--- src/rtl/refdiv_pkg.sv ---
package refdiv_pkg;

    localparam int unsigned PRE_DIV = 8;
    localparam int unsigned PRE_W   = $clog2(PRE_DIV);
    localparam int unsigned CNT_W   = 11;
    localparam int unsigned MIN_B   = 5;
    localparam int unsigned GAP_W   = CNT_W + PRE_W + 1;

    typedef logic [CNT_W-1:0] ratio_t;

    typedef struct packed {
        ratio_t count;
        ratio_t limit;
    } stage_t;

    typedef enum logic {
        PH_HOLD  = 1'b0,
        PH_COUNT = 1'b1
    } phase_e;

    function automatic ratio_t clamp_ratio(input ratio_t b);
        if (b < ratio_t'(MIN_B)) begin
            return ratio_t'(MIN_B);
        end
        return b;
    endfunction

endpackage

--- src/rtl/refdiv_ctrl.sv ---
module refdiv_ctrl
    import refdiv_pkg::*;
(
    input  logic rst,
    input  logic run,
    output logic restart
);

    phase_e phase;

    always_comb begin
        if (rst || !run) begin
            phase = PH_HOLD;
        end else begin
            phase = PH_COUNT;
        end
    end

    assign restart = (phase == PH_HOLD);

endmodule

--- src/rtl/refdiv_prescaler.sv ---
module refdiv_prescaler #(
    parameter int unsigned DIV = refdiv_pkg::PRE_DIV
) (
    input  logic clk,
    input  logic restart,
    output logic tick
);

    localparam int unsigned W = (DIV > 1) ? $clog2(DIV) : 1;
    localparam logic [W-1:0] LAST = W'(DIV - 1);

    logic [W-1:0] phase_cnt;

    always_ff @(posedge clk) begin
        if (restart) begin
            phase_cnt <= '0;
        end else if (phase_cnt == LAST) begin
            phase_cnt <= '0;
        end else begin
            phase_cnt <= phase_cnt + 1'b1;
        end
    end

    assign tick = !restart && (phase_cnt == LAST);

endmodule

--- src/rtl/refdiv_counter.sv ---
module refdiv_counter
    import refdiv_pkg::*;
(
    input  logic   clk,
    input  logic   restart,
    input  logic   tick,
    input  ratio_t ratio_in,
    output logic   wrap
);

    stage_t st;
    ratio_t last_idx;

    assign last_idx = ratio_t'(st.limit - ratio_t'(1));
    assign wrap     = tick && (st.count == last_idx);

    always_ff @(posedge clk) begin
        if (restart) begin
            st.count <= '0;
            st.limit <= clamp_ratio(ratio_in);
        end else if (wrap) begin
            st.count <= '0;
            st.limit <= clamp_ratio(ratio_in);
        end else if (tick) begin
            st.count <= st.count + 1'b1;
        end
    end

endmodule

--- src/rtl/refdiv_pulse.sv ---
module refdiv_pulse (
    input  logic clk,
    input  logic restart,
    input  logic wrap,
    output logic pulse
);

    always_ff @(posedge clk) begin
        if (restart) begin
            pulse <= 1'b0;
        end else begin
            pulse <= wrap;
        end
    end

endmodule

--- src/rtl/refdiv_top.sv ---
module refdiv_top #(
    parameter int unsigned PRE_DIV = refdiv_pkg::PRE_DIV
) (
    input  logic                         clk,
    input  logic                         rst,
    input  logic                         run,
    input  logic [refdiv_pkg::CNT_W-1:0] ratio_b,
    output logic                         ref_pulse
);

    logic restart;
    logic tick;
    logic wrap;

    refdiv_ctrl i_ctrl (
        .rst     (rst),
        .run     (run),
        .restart (restart)
    );

    refdiv_prescaler #(.DIV(PRE_DIV)) i_pre (
        .clk     (clk),
        .restart (restart),
        .tick    (tick)
    );

    refdiv_counter i_cnt (
        .clk      (clk),
        .restart  (restart),
        .tick     (tick),
        .ratio_in (ratio_b),
        .wrap     (wrap)
    );

    refdiv_pulse i_out (
        .clk     (clk),
        .restart (restart),
        .wrap    (wrap),
        .pulse   (ref_pulse)
    );

endmodule

--- config.mk ---
export PLATFORM = sky130hd
export DESIGN_NAME = refdiv_top
export DESIGN_NICKNAME = d
export VERILOG_FILES = /design/src/rtl/refdiv_pkg.sv /design/src/rtl/refdiv_ctrl.sv /design/src/rtl/refdiv_prescaler.sv /design/src/rtl/refdiv_counter.sv /design/src/rtl/refdiv_pulse.sv /design/src/rtl/refdiv_top.sv
export SDC_FILE = /design/constraint.sdc
export NUM_CORES = 1
export LEC_CHECK = 0
export ABC_AREA = 1
export BUFFER_PORTS_ARGS = -buffer_cell sky130_fd_sc_hd__buf_2
export CORE_ASPECT_RATIO = 0.5
export CORE_UTILIZATION = 55
export CTS_CLUSTER_SIZE = 16
export DETAILED_ROUTE_END_ITERATION = 8
export GPL_TIMING_DRIVEN = 0
export PLACE_DENSITY = 0.77
export SETUP_SLACK_MARGIN = 0.4
export SLEW_MARGIN = 20
export SYNTH_ARGS = -nofsm -noshare
export SYNTH_HDL_FRONTEND = slang
export SYNTH_HIERARCHICAL = 1
export SYNTH_SLANG_ARGS = --single-unit
--- constraint.sdc ---
create_clock -name clk -period 3.2 [get_ports clk]
set_clock_uncertainty 0.05 [all_clocks]
set_input_delay 0.48 -clock clk [delete_from_list [all_inputs] [get_ports clk]]
set_output_delay 0.48 -clock clk [all_outputs]
set_load 0.05 [all_outputs]
; Yosys cells after proc, flatten, opt, wreduce, memory -nomap -nowiden
; Cells that the tools add are included.
[word_totals]
reg_bits = 26
input_bits = 14
out_inout_bits = 1
elab_cells = 27
[classes]
addsub = 3
magnitude_cmp = 1
n_eq_ne = 2
mux = 9
reduce_logical = 8
[ops]
columns = operator, n
row1 = $mux W11, 5
row2 = $add A11 B1 Y11 const B, 1
row3 = $eq A11 B11 Y1, 1
row4 = $lt A11 B3 Y1 const B, 1
row5 = $sub A11 B1 Y11 const B, 1
row6 = $mux W1, 4
row7 = $reduce_or A2 Y1, 2
row8 = $add A3 B1 Y3 const B, 1
row9 = $eq A3 B3 Y1 const B, 1
row10 = $logic_and A1 B1 Y1, 2
row11 = $logic_not A1 Y1, 2
row12 = $reduce_bool A2 Y1, 1
row13 = $logic_or A1 B1 Y1, 1

; Logic depth before layout (Yosys ltp)
[logic_depth]
word_depth = 10
mapped_depth = 14
ltp_nobuf = 14

; By module
; Netlist, hierarchy kept.
[modules_own_cells]
columns = mod, instances, cells_per_inst, area_each_um2
row1 = refdiv_counter, 1, 173, 1301.2
row2 = refdiv_prescaler, 1, 14, 121.4
row3 = refdiv_pulse, 1, 3, 30.0
row4 = refdiv_ctrl, 1, 2, 7.5

; Worst setup path after synthesis
; OpenSTA, ideal clock, no wires.
[synth_path]
path_kind = register -> register
from = register i_pre.phase_cnt[0]
to = register i_cnt/st[0] (netlist name) (enable)
setup_ns = 0.305
arrival_time_ns = 1.685
required_ns = 2.845
setup_slack_ns = 1.160
path_stages_with_launch = 14
n_path_buf = 1
path_cell_list = dfxtp_1 > ha_1 > ha_1 > inv_2 > nor2_1 > nand3_1 > nor2_1 > nand2_1 > nor2_1 > nand2_1 > nor2_1 > nand3_2 > nand2_2 > buf_6
[synth_via]
elab_chain_cells = 4
[synth_lines]
columns = item, line_no
row1 = from (decl), refdiv_prescaler.sv:12  ; logic [W-1:0] phase_cnt;
row2 = from (signal assigned), refdiv_prescaler.sv:20  ; phase_cnt <= phase_cnt + 1'b1;
row3 = $eq A3 B3 Y1, refdiv_prescaler.sv:24  ; assign tick = !restart && (phase_cnt == LAST);
row4 = $logic_and A1 B1 Y1, refdiv_prescaler.sv:24
row5 = via tick, refdiv_top.sv:12  ; logic tick;
row6 = $logic_and A1 B1 Y1, refdiv_counter.sv:15  ; assign wrap = tick && (st.count == last_idx);
row7 = $reduce_bool A2 Y1 (no source line), -
row8 = to (decl), refdiv_counter.sv:11  ; stage_t st;
; The timed path passes the listed nets, and every way through them passes these cells.
; A chain may end at the register's enable or synchronous reset.

; Worst setup path after layout
; Ends and elaborated chain as after synthesis.

==> results.toml <==
[critical_path]
r2r_end = "i_cnt/st[0]"
end_kind = "register"
path_cells = "ha_1 > ha_1 > inv_2 > nor2_1 > nand3_1 > nor2_1 > nand2_1 > nor2_1 > nand2_1 > nor2_1 > nand3_2 > nand2_2 > buf_6"
cp_max_fo = 20
worst_ep_arrival_time_ps = 2240
rrSetupSlack_ps = 890
timing_worst_setup_path_type = "reg2reg"
critPathSlowestCell = "dfxtp_1"
critPathTopFamily = "simple AND/OR/NAND/NOR gates"
cp_num_buf_inv = 2
crit_top_cell = "nor2_1"
reg2reg_from = "i_pre/phase_cnt[0]"
cp.depth = 13
startpoint_type = "register"
critical-path-max-stage-delay_ps = 340
ff2ff_path_depth = 13
worstPathRequired_ps = 3130

[pwr]
p_switching_mw = 0.161
power_frac_clock_pct = 32.0
ir_drop_mv = 0.224
p_int_mw = 0.505
total_leakage_power_nw = 0.695
p_per_area_nw_per_um2 = 409
p_seq_share_pct = 56.3
p_comb_share_pct = 11.7
swShare_pct = 24.2

[cts]
clk_latency_ps = 270
clk_pin_slew_worst_paths_ps = 90
cts_root_buffer = "clkbuf_8"
htree_levels = 1
clock_sinks = 26
post-cts-setup-buffer-count = 0
cts.repair.resized = 0
cts.path.max_buffers = 2
cts_buffers = 3
hold_buffers = 0
cts_tree = "done"

[floorplan]
die_y_microns = 38.4
die_w_microns = 74.9
rows = 12
dieArea_sq_um = 2880
start_util_pct = 61.9
coreArea_sq_um = 2360
num_io_pins = 15

[synth]
synth_seq_cells = 26
synth_mux_area_share_pct = 0.686
yosysUniqueCellTypes = 23
synth_top_family_by_area = "simple AND/OR/NAND/NOR gates"
synthesis.area_sq_um = 1460
synth.area.top_cells = "edfxtp_1 23%, dfxtp_1 21%, nand2_1 13%"
yosys_warnings = 6
syn_avg_cell_area_sq_um = 7.60
synth_top_area_share_pct = 22.6
syn_inst = 192
seq_area_frac_synth_pct = 43.2
yosys.area_share.adder_pct = 3.43
synth-simple-area-share_pct = 31.7
synth_xor_area_share_pct = 11.4
synth_compound_area_share_pct = 1.03
syn_nets = 210
yosys.area.top_type = "edfxtp_1"

[placed_design]
hpwlAfterDp_mm = 1.95
placed_cell_area_sq_um = 1570
port_buffers = 14
pre_cts_slack_ps = 764
dp.cells = 241
gp_congestion = 0.770

[grt]
grt_max_degree = 21
top_usage_layer = "met2"
first_global_vias = 1071
antenna_found_initial = 0
use_met3_pct = 6.84
use_met2_pct = 36.7
grtUsageMet1_pct = 26.8
overflow = 0
grt_use_total_pct = 21.5
grt_pass1_wl_mm = 4.43

[sta]
post-route-period-util_pct = 72.2
slew_violations = 0
tightest_slew_ps = 375
max_slew_margin_pct = 74.8
max_freq_mhz = 433
holdWs_ps = 377
period_needed_ps = 2310
finalSetupViolations = 0
rsz0062_at_grt = "false"
tns_ps = 0
timing.final.ws_setup_ps = 889
hold_viol = 0

[min_path]
min_path_cells = 1
hold_end = "i_pre/phase_cnt[0]"
hold_start = "i_pre/phase_cnt[0]"
hold_class = "reg2reg"

[final_layout]
final_cell_mix = "49 x nand2_1, 35 x nor2_1, 20 x inv_1"
nets = 229
drive_above_1_share_pct = 14.8
final_cell_count_no_fill = 245
area_growth_pct = 11.6
layout_commonest_cell = "nand2_1"
fin_area_sq_um = 1630
num_antenna_cells = 0
fillCellCount = 207

[route]
wire_per_inst_microns = 10.5
drc = 0
postRouteAntennaNets = 0
finalWirelength_mm = 2.57
vias_per_cell = 4.83
vias = 1184
drt_iter0_drc = 55
dr.pass1.iters = 4

[status]
status = "finished clean"

[job]
max-cap-violations = 0
## worst reg2reg max path, cell delays in order (launching register included)
cell and delay, ps:
dfxtp_1 340, ha_1 150, ha_1 150, inv_2 40, nor2_1 290, nand3_1 120
nor2_1 130, nand2_1 80, nor2_1 100, nand2_1 60, nor2_1 110, nand3_2 90
nand2_2 90, buf_6 210
## cells by family (layout without fill, tap and decap cells)
family	count (synthesis)	after routing
adders and majority gates	4	4
DFF	26	26
and+or+nand+nor	108	108
muxes	1	1
buffers and inverters	31	49
AOI/OAI and AO/OA	3	3
xor gates and xnor gates	19	19
## how the worst max path moves through the flow
stage	start	to	slack, ps
after detailed placement	rst	i_cnt/st[3]	760
after CTS	i_pre/phase_cnt[0]	i_cnt/st[7]	880
after floorplan	rst	i_cnt/st[0]	1160
after global routing	i_pre/phase_cnt[0]	i_cnt/st[3]	690
final	i_pre/phase_cnt[0]	i_cnt/st[0]	890
after global placement	rst	i_cnt/st[0]	800
## cell type report
class / count / area, sq um / area share (%)
clock buffers: 4 / 55.1 / 3.38
repair buffers: 14 / 70.1 / 4.30
multi-input cells: 135 / 704 / 43.2
inverters: 21 / 78.8 / 4.84
flip-flops and latches: 26 / 631 / 38.7
plain buffers: 10 / 46.3 / 2.84
well taps: 35 / 43.8 / 2.69
## power by group through the flow
stage                     combinational, mW  clock, mW  sequential (mW)
final                                0.0783      0.213            0.375
after floorplan                      0.0572          0            0.379
after global routing                 0.0897      0.231            0.377
after CTS                            0.0784      0.217            0.375
after global placement               0.0743          0            0.382
after detailed placement             0.0768          0            0.382
## cells in the mapped netlist
master / instances
or2_2: 2
mux2i_1: 1
nor3_1: 1
nor4_1: 2
nor2_2: 4
nand3_2: 1
nor2_1: 35
buf_6: 1
nor3_2: 1
inv_1: 20
xnor2_1: 9
xor2_1: 10
nand2_2: 2
inv_2: 1
nand3b_1: 2
ha_1: 4
clkbuf_2: 1
o21ai_0: 3
nand3_1: 9
nand2_1: 49
clkbuf_1: 8
edfxtp_1: 11
dfxtp_1: 15
## per-stage QoR
step / power, mW / util (%)
2_1_floorplan: 0.436 / -
3_3_place_gp: 0.456 / 66.8
3_5_place_dp: 0.459 / 66.8
4_1_cts: 0.671 / 69.1
5_1_grt: 0.698 / 69.1
6_report: 0.666 / 69.1
## sequential cells by signal (all words and copies together), names as in the netlist
signal	flops
i_cnt/st	22
i_out/pulse	1
i_pre/phase_cnt	3
## layer usage
metal	share of wire, %	vias up	wire (microns)
li1	-	620	-
met3	4.6	2	119
met4	0.27	0	7
met5	0	-	0
met2	45	26	1150
met1	50	536	1290
(Power assumes the default switching activity.)
